===== src/rtl/seg_xlate_pkg.sv =====
package seg_xlate_pkg;
  localparam int unsigned PERM_N = 4;

  typedef enum logic [1:0] {
    ACC_READ   = 2'd0,
    ACC_WRITE  = 2'd1,
    ACC_EXEC   = 2'd2,
    ACC_APPEND = 2'd3
  } acc_e;

  typedef enum logic [1:0] {
    EXC_NONE     = 2'd0,
    EXC_MISSING  = 2'd1,
    EXC_OVERFLOW = 2'd2,
    EXC_PROTECT  = 2'd3
  } exc_e;

  typedef enum logic [1:0] {
    ST_IDLE  = 2'd0,
    ST_ISSUE = 2'd1,
    ST_WAIT  = 2'd2,
    ST_DONE  = 2'd3
  } xl_state_e;
endpackage


===== src/rtl/seg_entry_unpack.sv =====
module seg_entry_unpack
  import seg_xlate_pkg::*;
#(
  parameter int unsigned ADDR_W = 32,
  parameter int unsigned DISP_W = 16,
  localparam int unsigned ENTRY_W = ADDR_W + DISP_W + 1 + PERM_N
) (
  input  logic [ENTRY_W-1:0] entry_i,
  output logic [ADDR_W-1:0]  base_o,
  output logic [DISP_W-1:0]  len_o,
  output logic               resident_o,
  output logic [PERM_N-1:0]  perm_o
);
  localparam int unsigned LEN_LO = ADDR_W;
  localparam int unsigned RES_BIT = ADDR_W + DISP_W;
  localparam int unsigned PERM_LO = RES_BIT + 1;

  assign base_o     = entry_i[ADDR_W-1:0];
  assign len_o      = entry_i[LEN_LO +: DISP_W];
  assign resident_o = entry_i[RES_BIT];
  assign perm_o     = entry_i[PERM_LO +: PERM_N];
endmodule


===== src/rtl/seg_fault_eval.sv =====
module seg_fault_eval
  import seg_xlate_pkg::*;
#(
  parameter int unsigned DISP_W = 16
) (
  input  logic              resident_i,
  input  logic [DISP_W-1:0] len_i,
  input  logic [PERM_N-1:0] perm_i,
  input  logic [DISP_W-1:0] disp_i,
  input  acc_e              acc_i,
  output exc_e              exc_o
);
  logic over_len;
  logic denied;

  assign over_len = disp_i > len_i;

  // one permission bit per access kind, selected by code
  always_comb begin
    denied = 1'b1;
    for (int k = 0; k < int'(PERM_N); k++) begin
      if (acc_i == acc_e'(k)) denied = ~perm_i[k];
    end
  end

  // fixed priority: missing, then overflow, then protection
  always_comb begin
    if (!resident_i)   exc_o = EXC_MISSING;
    else if (over_len) exc_o = EXC_OVERFLOW;
    else if (denied)   exc_o = EXC_PROTECT;
    else               exc_o = EXC_NONE;
  end
endmodule


===== src/rtl/seg_xlate_fsm.sv =====
module seg_xlate_fsm
  import seg_xlate_pkg::*;
(
  input  logic clk_i,
  input  logic rst_ni,
  input  logic start_i,
  input  logic rvalid_i,
  output logic accept_o,
  output logic issue_o,
  output logic land_o,
  output logic done_o
);
  xl_state_e state_q, state_d;

  always_comb begin
    state_d = state_q;
    unique case (state_q)
      ST_IDLE:  if (start_i) state_d = ST_ISSUE;
      ST_ISSUE: state_d = ST_WAIT;
      ST_WAIT:  if (rvalid_i) state_d = ST_DONE;
      ST_DONE:  state_d = ST_IDLE;
      default:  state_d = ST_IDLE;
    endcase
  end

  always_ff @(posedge clk_i or negedge rst_ni) begin
    if (!rst_ni) state_q <= ST_IDLE;
    else         state_q <= state_d;
  end

  assign accept_o = (state_q == ST_IDLE) && start_i;
  assign issue_o  = (state_q == ST_ISSUE);
  assign land_o   = (state_q == ST_WAIT) && rvalid_i;
  assign done_o   = (state_q == ST_DONE);
endmodule


===== src/rtl/seg_xlate.sv =====
module seg_xlate
  import seg_xlate_pkg::*;
#(
  parameter int unsigned SEG_W  = 16,
  parameter int unsigned DISP_W = 16,
  parameter int unsigned ADDR_W = 32,
  localparam int unsigned ENTRY_W = ADDR_W + DISP_W + 1 + PERM_N
) (
  input  logic               clk_i,
  input  logic               rst_ni,
  input  logic               req_valid_i,
  input  logic [SEG_W-1:0]   req_seg_i,
  input  logic [DISP_W-1:0]  req_disp_i,
  input  logic [1:0]         req_acc_i,
  input  logic [ADDR_W-1:0]  tbl_base_i,
  output logic               mem_req_o,
  output logic [ADDR_W-1:0]  mem_addr_o,
  input  logic               mem_rvalid_i,
  input  logic [ENTRY_W-1:0] mem_rdata_i,
  output logic               done_o,
  output logic [ADDR_W-1:0]  real_addr_o,
  output logic               addr_valid_o,
  output logic [1:0]         exc_o
);
  logic accept, land;

  seg_xlate_fsm u_fsm (
    .clk_i    (clk_i),
    .rst_ni   (rst_ni),
    .start_i  (req_valid_i),
    .rvalid_i (mem_rvalid_i),
    .accept_o (accept),
    .issue_o  (mem_req_o),
    .land_o   (land),
    .done_o   (done_o)
  );

  logic [DISP_W-1:0] disp_q;
  acc_e              acc_q;
  logic [ADDR_W-1:0] ent_addr_q;

  always_ff @(posedge clk_i or negedge rst_ni) begin
    if (!rst_ni) begin
      disp_q     <= '0;
      acc_q      <= ACC_READ;
      ent_addr_q <= '0;
    end else if (accept) begin
      disp_q     <= req_disp_i;
      acc_q      <= acc_e'(req_acc_i);
      ent_addr_q <= tbl_base_i + ADDR_W'(req_seg_i);
    end
  end

  assign mem_addr_o = ent_addr_q;

  logic [ADDR_W-1:0] seg_base;
  logic [DISP_W-1:0] seg_len;
  logic              seg_res;
  logic [PERM_N-1:0] seg_perm;
  exc_e              exc_d;

  seg_entry_unpack #(.ADDR_W(ADDR_W), .DISP_W(DISP_W)) u_unpack (
    .entry_i    (mem_rdata_i),
    .base_o     (seg_base),
    .len_o      (seg_len),
    .resident_o (seg_res),
    .perm_o     (seg_perm)
  );

  seg_fault_eval #(.DISP_W(DISP_W)) u_fault (
    .resident_i (seg_res),
    .len_i      (seg_len),
    .perm_i     (seg_perm),
    .disp_i     (disp_q),
    .acc_i      (acc_q),
    .exc_o      (exc_d)
  );

  logic [ADDR_W-1:0] real_q;
  logic              ok_q;
  exc_e              exc_q;

  always_ff @(posedge clk_i or negedge rst_ni) begin
    if (!rst_ni) begin
      real_q <= '0;
      ok_q   <= 1'b0;
      exc_q  <= EXC_NONE;
    end else if (land) begin
      exc_q  <= exc_d;
      ok_q   <= (exc_d == EXC_NONE);
      real_q <= (exc_d == EXC_NONE) ? seg_base + ADDR_W'(disp_q) : '0;
    end
  end

  assign real_addr_o  = real_q;
  assign addr_valid_o = ok_q;
  assign exc_o        = exc_q;
endmodule


===== config.mk =====
export PLATFORM = sky130hd
export DESIGN_NAME = seg_xlate
export DESIGN_NICKNAME = d
export VERILOG_FILES = /design/src/rtl/seg_xlate_pkg.sv /design/src/rtl/seg_entry_unpack.sv /design/src/rtl/seg_fault_eval.sv /design/src/rtl/seg_xlate_fsm.sv /design/src/rtl/seg_xlate.sv
export SDC_FILE = /design/constraint.sdc
export NUM_CORES = 1
export LEC_CHECK = 0
export CORE_UTILIZATION = 45
export CTS_CLUSTER_DIAMETER = 100
export DETAILED_ROUTE_END_ITERATION = 6
export PLACE_DENSITY = 0.86
export SLEW_MARGIN = 20
export SYNTH_ARGS = -nofsm -noshare
export SYNTH_HDL_FRONTEND = slang
export SYNTH_SLANG_ARGS = --single-unit

===== constraint.sdc =====
create_clock -name clk_i -period 3 [get_ports clk_i]
set_input_delay 0.45 -clock clk_i [delete_from_list [all_inputs] [get_ports clk_i]]
set_output_delay 0.45 -clock clk_i [all_outputs]
set_load 0.05 [all_outputs]

**Word-level counts from Yosys, hierarchy flattened**

Index checks and enable logic that the tools add are counted.

- Register bits: 87
- Input bits: 123
- Output and inout bits: 69
- Word-level logic and storage cells: 39

- $add $sub $neg: 2
- Order comparisons: 1
- Eq/ne operators: 8
- Multiplexer cells: 11
- Bitwise operators: 4
- Reductions and logical operators: 6

Operator list:

| cell | number |
|---|---|
| $add A32 B16 Y32 | 2 |
| $mux W32 | 1 |
| $gt A16 B16 Y1 | 1 |
| $mux W2 | 5 |
| $eq A2 B2 Y1 const B | 4 |
| $pmux W2 S4 | 1 |
| $logic_not A2 Y1 | 3 |
| $eq A2 B1 Y1 const B | 2 |
| $mux W1 | 4 |
| $ne A2 B2 Y1 const B | 2 |
| $not A1 Y1 | 4 |
| $logic_and A1 B1 Y1 | 2 |
| $reduce_and A2 Y1 | 1 |

**Longest topological paths before layout**

- Depth after elaboration: 10
- Gate-level depth with buffers: 9
- Gate-level depth less buffers: 9

**Modules after synthesis**

A second synthesis with hierarchy kept.

- Cells, all modules: 684
- Area, all modules: 6487.5 µm²

By module, submodules not included:

| module | times used | cells each | area an instance (µm²) | seq. area each (µm²) |
|---|---|---|---|---|
| seg_xlate | 1 | 551 | 5465.2 | 2127.0 |
| seg_fault_eval | 1 | 65 | 464.2 | 0.0 |
| seg_entry_unpack | 1 | 53 | 397.9 | 0.0 |
| seg_xlate_fsm | 1 | 15 | 160.2 | 50.0 |

**Worst setup path after synthesis**

Ideal clock, no wire load.

- Path kind: input-to-reg
- Start point: input port mem_rdata_i[0]
- End point: register real_q[24], in the netlist real_addr_o[24]
- Setup time: 0.121 ns
- Data arrival time: 2.503 ns
- Required time: 2.879 ns
- Setup slack: 0.376 ns
- Stages on the path: 9
- Path buffers: 0
- Path through: ha_1 fa_1 a211oi_1 o21ai_0 a211oi_1 o21ai_1 nand4_1 xnor2_1 a22o_1

- Cells in the longest elaborated chain, start to end: 2

RTL lines:

| what | line | text |
|---|---|---|
| start, declared | seg_xlate.sv:19 | `input logic [ENTRY_W-1:0] mem_rdata_i,` |
| $add A32 B16 Y32 | seg_xlate.sv:91 | `real_q <= (exc_d == EXC_NONE) ? seg_base + ADDR_W'(disp_q) : '0;` |
| $mux W32 | seg_xlate.sv:91 |  |
| end signal, assigned | seg_xlate.sv:91 |  |
| end, declared | seg_xlate.sv:79 | `logic [ADDR_W-1:0] real_q;` |

Every way passes these cells.
A chain may end at the register's enable or synchronous reset.

**Worst setup path in the final report**

Same ends and word-level chain as after synthesis.

==> qor.csv <==
metric,value,unit
row cnt,41,
Yosys top cell area share,37.2,%
Post-Route WL,16.4,mm
Crit Path Category,input pin to register,
clock latency on the worst-skew pair,0.34,ns
Starting DRT DRC Count,320,
Comb pwr share,60.6,%
Netlist Area Pre-Place,5850,µm²
Starting Density,46.2,%
die area,13500,µm²
share of layout cells above drive strength 1,9.40,%
crit path from,mem_rdata_i[0],
CTS Hold Buffers Added,0,
CTS HTree Levels,3,
vias in the first global route,5427,
Worst IR Drop VDD,0.000413,V
Die Wd,116,µm
vias post-DR,5493,
Int Pwr,4.41,mW
CP Capture Type,register,
Cell Pwr Density,991,nW/µm²
Reg2Reg Setup Slack,0.33,ns
CTS root buf,clkbuf_16,
sw frac,47.0,%
Max Cap Violations,0,
Min Hold Slack,0.184,ns
Worst Path Required,3.22,ns
IO Port Bufs,191,
"EDFF count, synth",0,
Synthesized Nets,785,
Slew @ Worst Pin,0.754,ns
post-CTS repair timing setup buffer count,0,
count of different cell masters after synthesis,62,
all-layer global routing usage,25.0,%
Pre-Repair DR Iteration Count,5,
status,finished clean,
CP Launch Type,input pin,
Post-layout nets,993,
Filler cells,1004,
RD Place Congestion,0.937,
Placement Cell Area,8100,µm²
Flop pwr share,25.6,%
drt drc,0,
Synth area leaders,"dfrtp_1, ha_1, a22o_1",
first-pass GRT wire length,26.0,mm
"Design Area, Final",8400,µm²
initial antenna violation count,1,
Final Skew,0.00627,ns
CP Data Arrival Time,3.06,ns
vias per cell,5.54,
chip height,116,µm
multi-input logic area,3480,µm²
max frequency,353,MHz
TritonCTS clock tree,built,
dpl hpwl,12.8,mm
Post-CTS Resized,0,
"Max FO, Critical Path",7,
largest net degree at the start of global routing,57,
largest area contributor in the netlist,dfrtp_1,
Final Hold Fails,0,
IO Count,192,
drt wl/cell,16.5,µm
Antenna Violating Nets Remaining,0,
slew margin rel.,49.7,%
"Avg Cell Area, Syn",9.64,µm²
Crit Reg-Reg Endpoint,real_addr_o[24],
Final min period,2.84,ns
Sequential Area,2180,µm²
Clock Path Buffers,2,
sequential element share of the synthesized area,37.2,%
clock share of power,13.8,%
RR Startpoint,disp_q[0],
Gate Count Post-Synth,607,
"Top FF cell, synth",dfrtp_1,
last element of the critical path,real_addr_o[24],
reg2reg path depth,10,
ANT cells,0,
Area growth syn-to-layout,43.6,%
asr flop ratio synth,100,%
#FFs+latches synth,87,
Core Footprint,12700,µm²
unrepaired setup endpoints after global routing,no,
CTS Buf Count,9,
final setup violation count,0,
"Reg clk slew, reported paths",0.06,ns
total grt overflow,0,
period utilization,94.5,%
Slew Limit Fails,0,
worst hold-check path type,input pin to async pin,
yosys warns,0,
clk sinks,87,
Lkg Pwr,3.68,nW
NetSw,3.91,mW
[final cells by class]
type	instances	area share [%]
clock inverters	3	0.506
multi-input cells	472	41.4
flip-flops and latches	87	25.9
repair buffers	217	25.3
inverters	28	1.25
well taps	172	2.56
clock buffers	12	3.05
[stage by stage]
stage / instances / utilization, % / setup WS (ns) / setup TNS, ns / total power, mW
final: 991 / 66.3 / 0.164 / 0 / 8.32
after global routing: 991 / 66.3 / 0.0322 / 0 / 8.80
after CTS: 991 / 66.3 / 0.110 / 0 / 8.33
after detailed placement: 976 / 63.9 / -0.221 / -1.75 / 7.15
after global placement: 976 / 63.9 / -0.177 / -1.26 / 7.04
after floorplan: 607 / - / 0.376 / 0 / 5.42
[synthesized netlist by cell type (2+ instances only)]
| library cell | number |
|---|---|
| o21a_1 | 5 |
| inv_1 | 28 |
| a21boi_0 | 2 |
| and2_2 | 2 |
| fa_1 | 2 |
| a211o_1 | 4 |
| o2111ai_1 | 2 |
| or3_1 | 2 |
| o21ai_0 | 50 |
| a22o_1 | 30 |
| o31ai_1 | 2 |
| mux2_2 | 22 |
| nor3_1 | 10 |
| buf_4 | 2 |
| dfrtp_1 | 87 |
| nor2_1 | 14 |
| nand2_1 | 60 |
| xnor2_1 | 24 |
| nor2b_1 | 6 |
| o21bai_1 | 4 |
| and4_1 | 3 |
| buf_2 | 4 |
| and3_1 | 4 |
| a311oi_1 | 2 |
| a211oi_1 | 3 |
| nand2b_1 | 6 |
| a21oi_1 | 40 |
| nand3_1 | 23 |
| clkbuf_1 | 12 |
| ha_1 | 53 |
| nand4_1 | 13 |
| o31a_1 | 3 |
| and2_1 | 4 |
| a21o_1 | 16 |
| xor2_1 | 27 |
| o211ai_1 | 6 |
| nor3b_1 | 2 |
| a31oi_1 | 4 |
[power groups by stage]
stage / Sequential [mW] / Combinational (mW) / Clock (mW)
floorplan: 3.48 / 1.94 / 0
global placement: 2.14 / 4.91 / 0
global route: 2.19 / 5.39 / 1.22
finish: 2.13 / 5.04 / 1.15
CTS: 2.14 / 5.03 / 1.17
detailed placement: 2.14 / 5.01 / 0
[critical path, stage by stage]
cell	delay, ns
clkdlybuf4s50_1	0.41
ha_1	0.23
fa_1	0.43
a211oi_2	0.27
o21ai_0	0.16
a211oi_1	0.26
buf_4	0.18
o21ai_1	0.21
nand4_1	0.19
xnor2_1	0.07
a22o_1	0.20
[placed cells by master (no fill, tap or decap), drive strengths merged, types with 13 or more instances in the layout]
master / netlist / final
a21o: 16 / 16
a21oi: 41 / 41
a22o: 30 / 30
buf: 7 / 27
clkdlybuf4s50: 1 / 190
dfrtp: 87 / 87
ha: 53 / 53
inv: 28 / 28
mux2: 22 / 22
nand2: 60 / 60
nand3: 23 / 23
nand4: 13 / 13
nor2: 14 / 14
o21ai: 52 / 52
xnor2: 24 / 24
xor2: 27 / 27
[cell families (layout without fill, tap and decap cells)]
logic type / after synthesis / in the layout / share of synthesized area [%]
mux: 23 / 23 / 4.62
compound gates: 188 / 188 / 21.8
fa+ha+maj: 55 / 55 / 12.0
xor+xnor: 51 / 51 / 7.63
simple gates: 155 / 155 / 13.1
buf+inv: 48 / 260 / 3.55
flops: 87 / 87 / 37.2
[per-layer routing]
layer  up-vias  part of all wire (%)  track usage, %
met5         -                 0.073               0
met4         2                   1.7            8.97
met3        27                   7.1            5.23
met2       191                    48            42.7
met1      2616                    43            31.1
li1       2657                     -               -
[sequential cells by signal, indices dropped and copies added, names as in the netlist]
| name | count |
|---|---|
| acc_q | 2 |
| addr_valid_o | 1 |
| disp_q | 16 |
| exc_o | 2 |
| mem_addr_o | 32 |
| real_addr_o | 32 |
| u_fsm.state_q | 2 |
[worst min path at each step]
| stage | to | cells after the start |
|---|---|---|
| 2_1_floorplan | acc_q[0] | 0 |
| 3_3_place_gp | addr_valid_o | 1 |
| 3_5_place_dp | addr_valid_o | 1 |
| 4_1_cts | disp_q[9] | 1 |
| 5_1_grt | disp_q[9] | 1 |
| 6_report | disp_q[8] | 1 |
(Power assumes the default switching activity.)
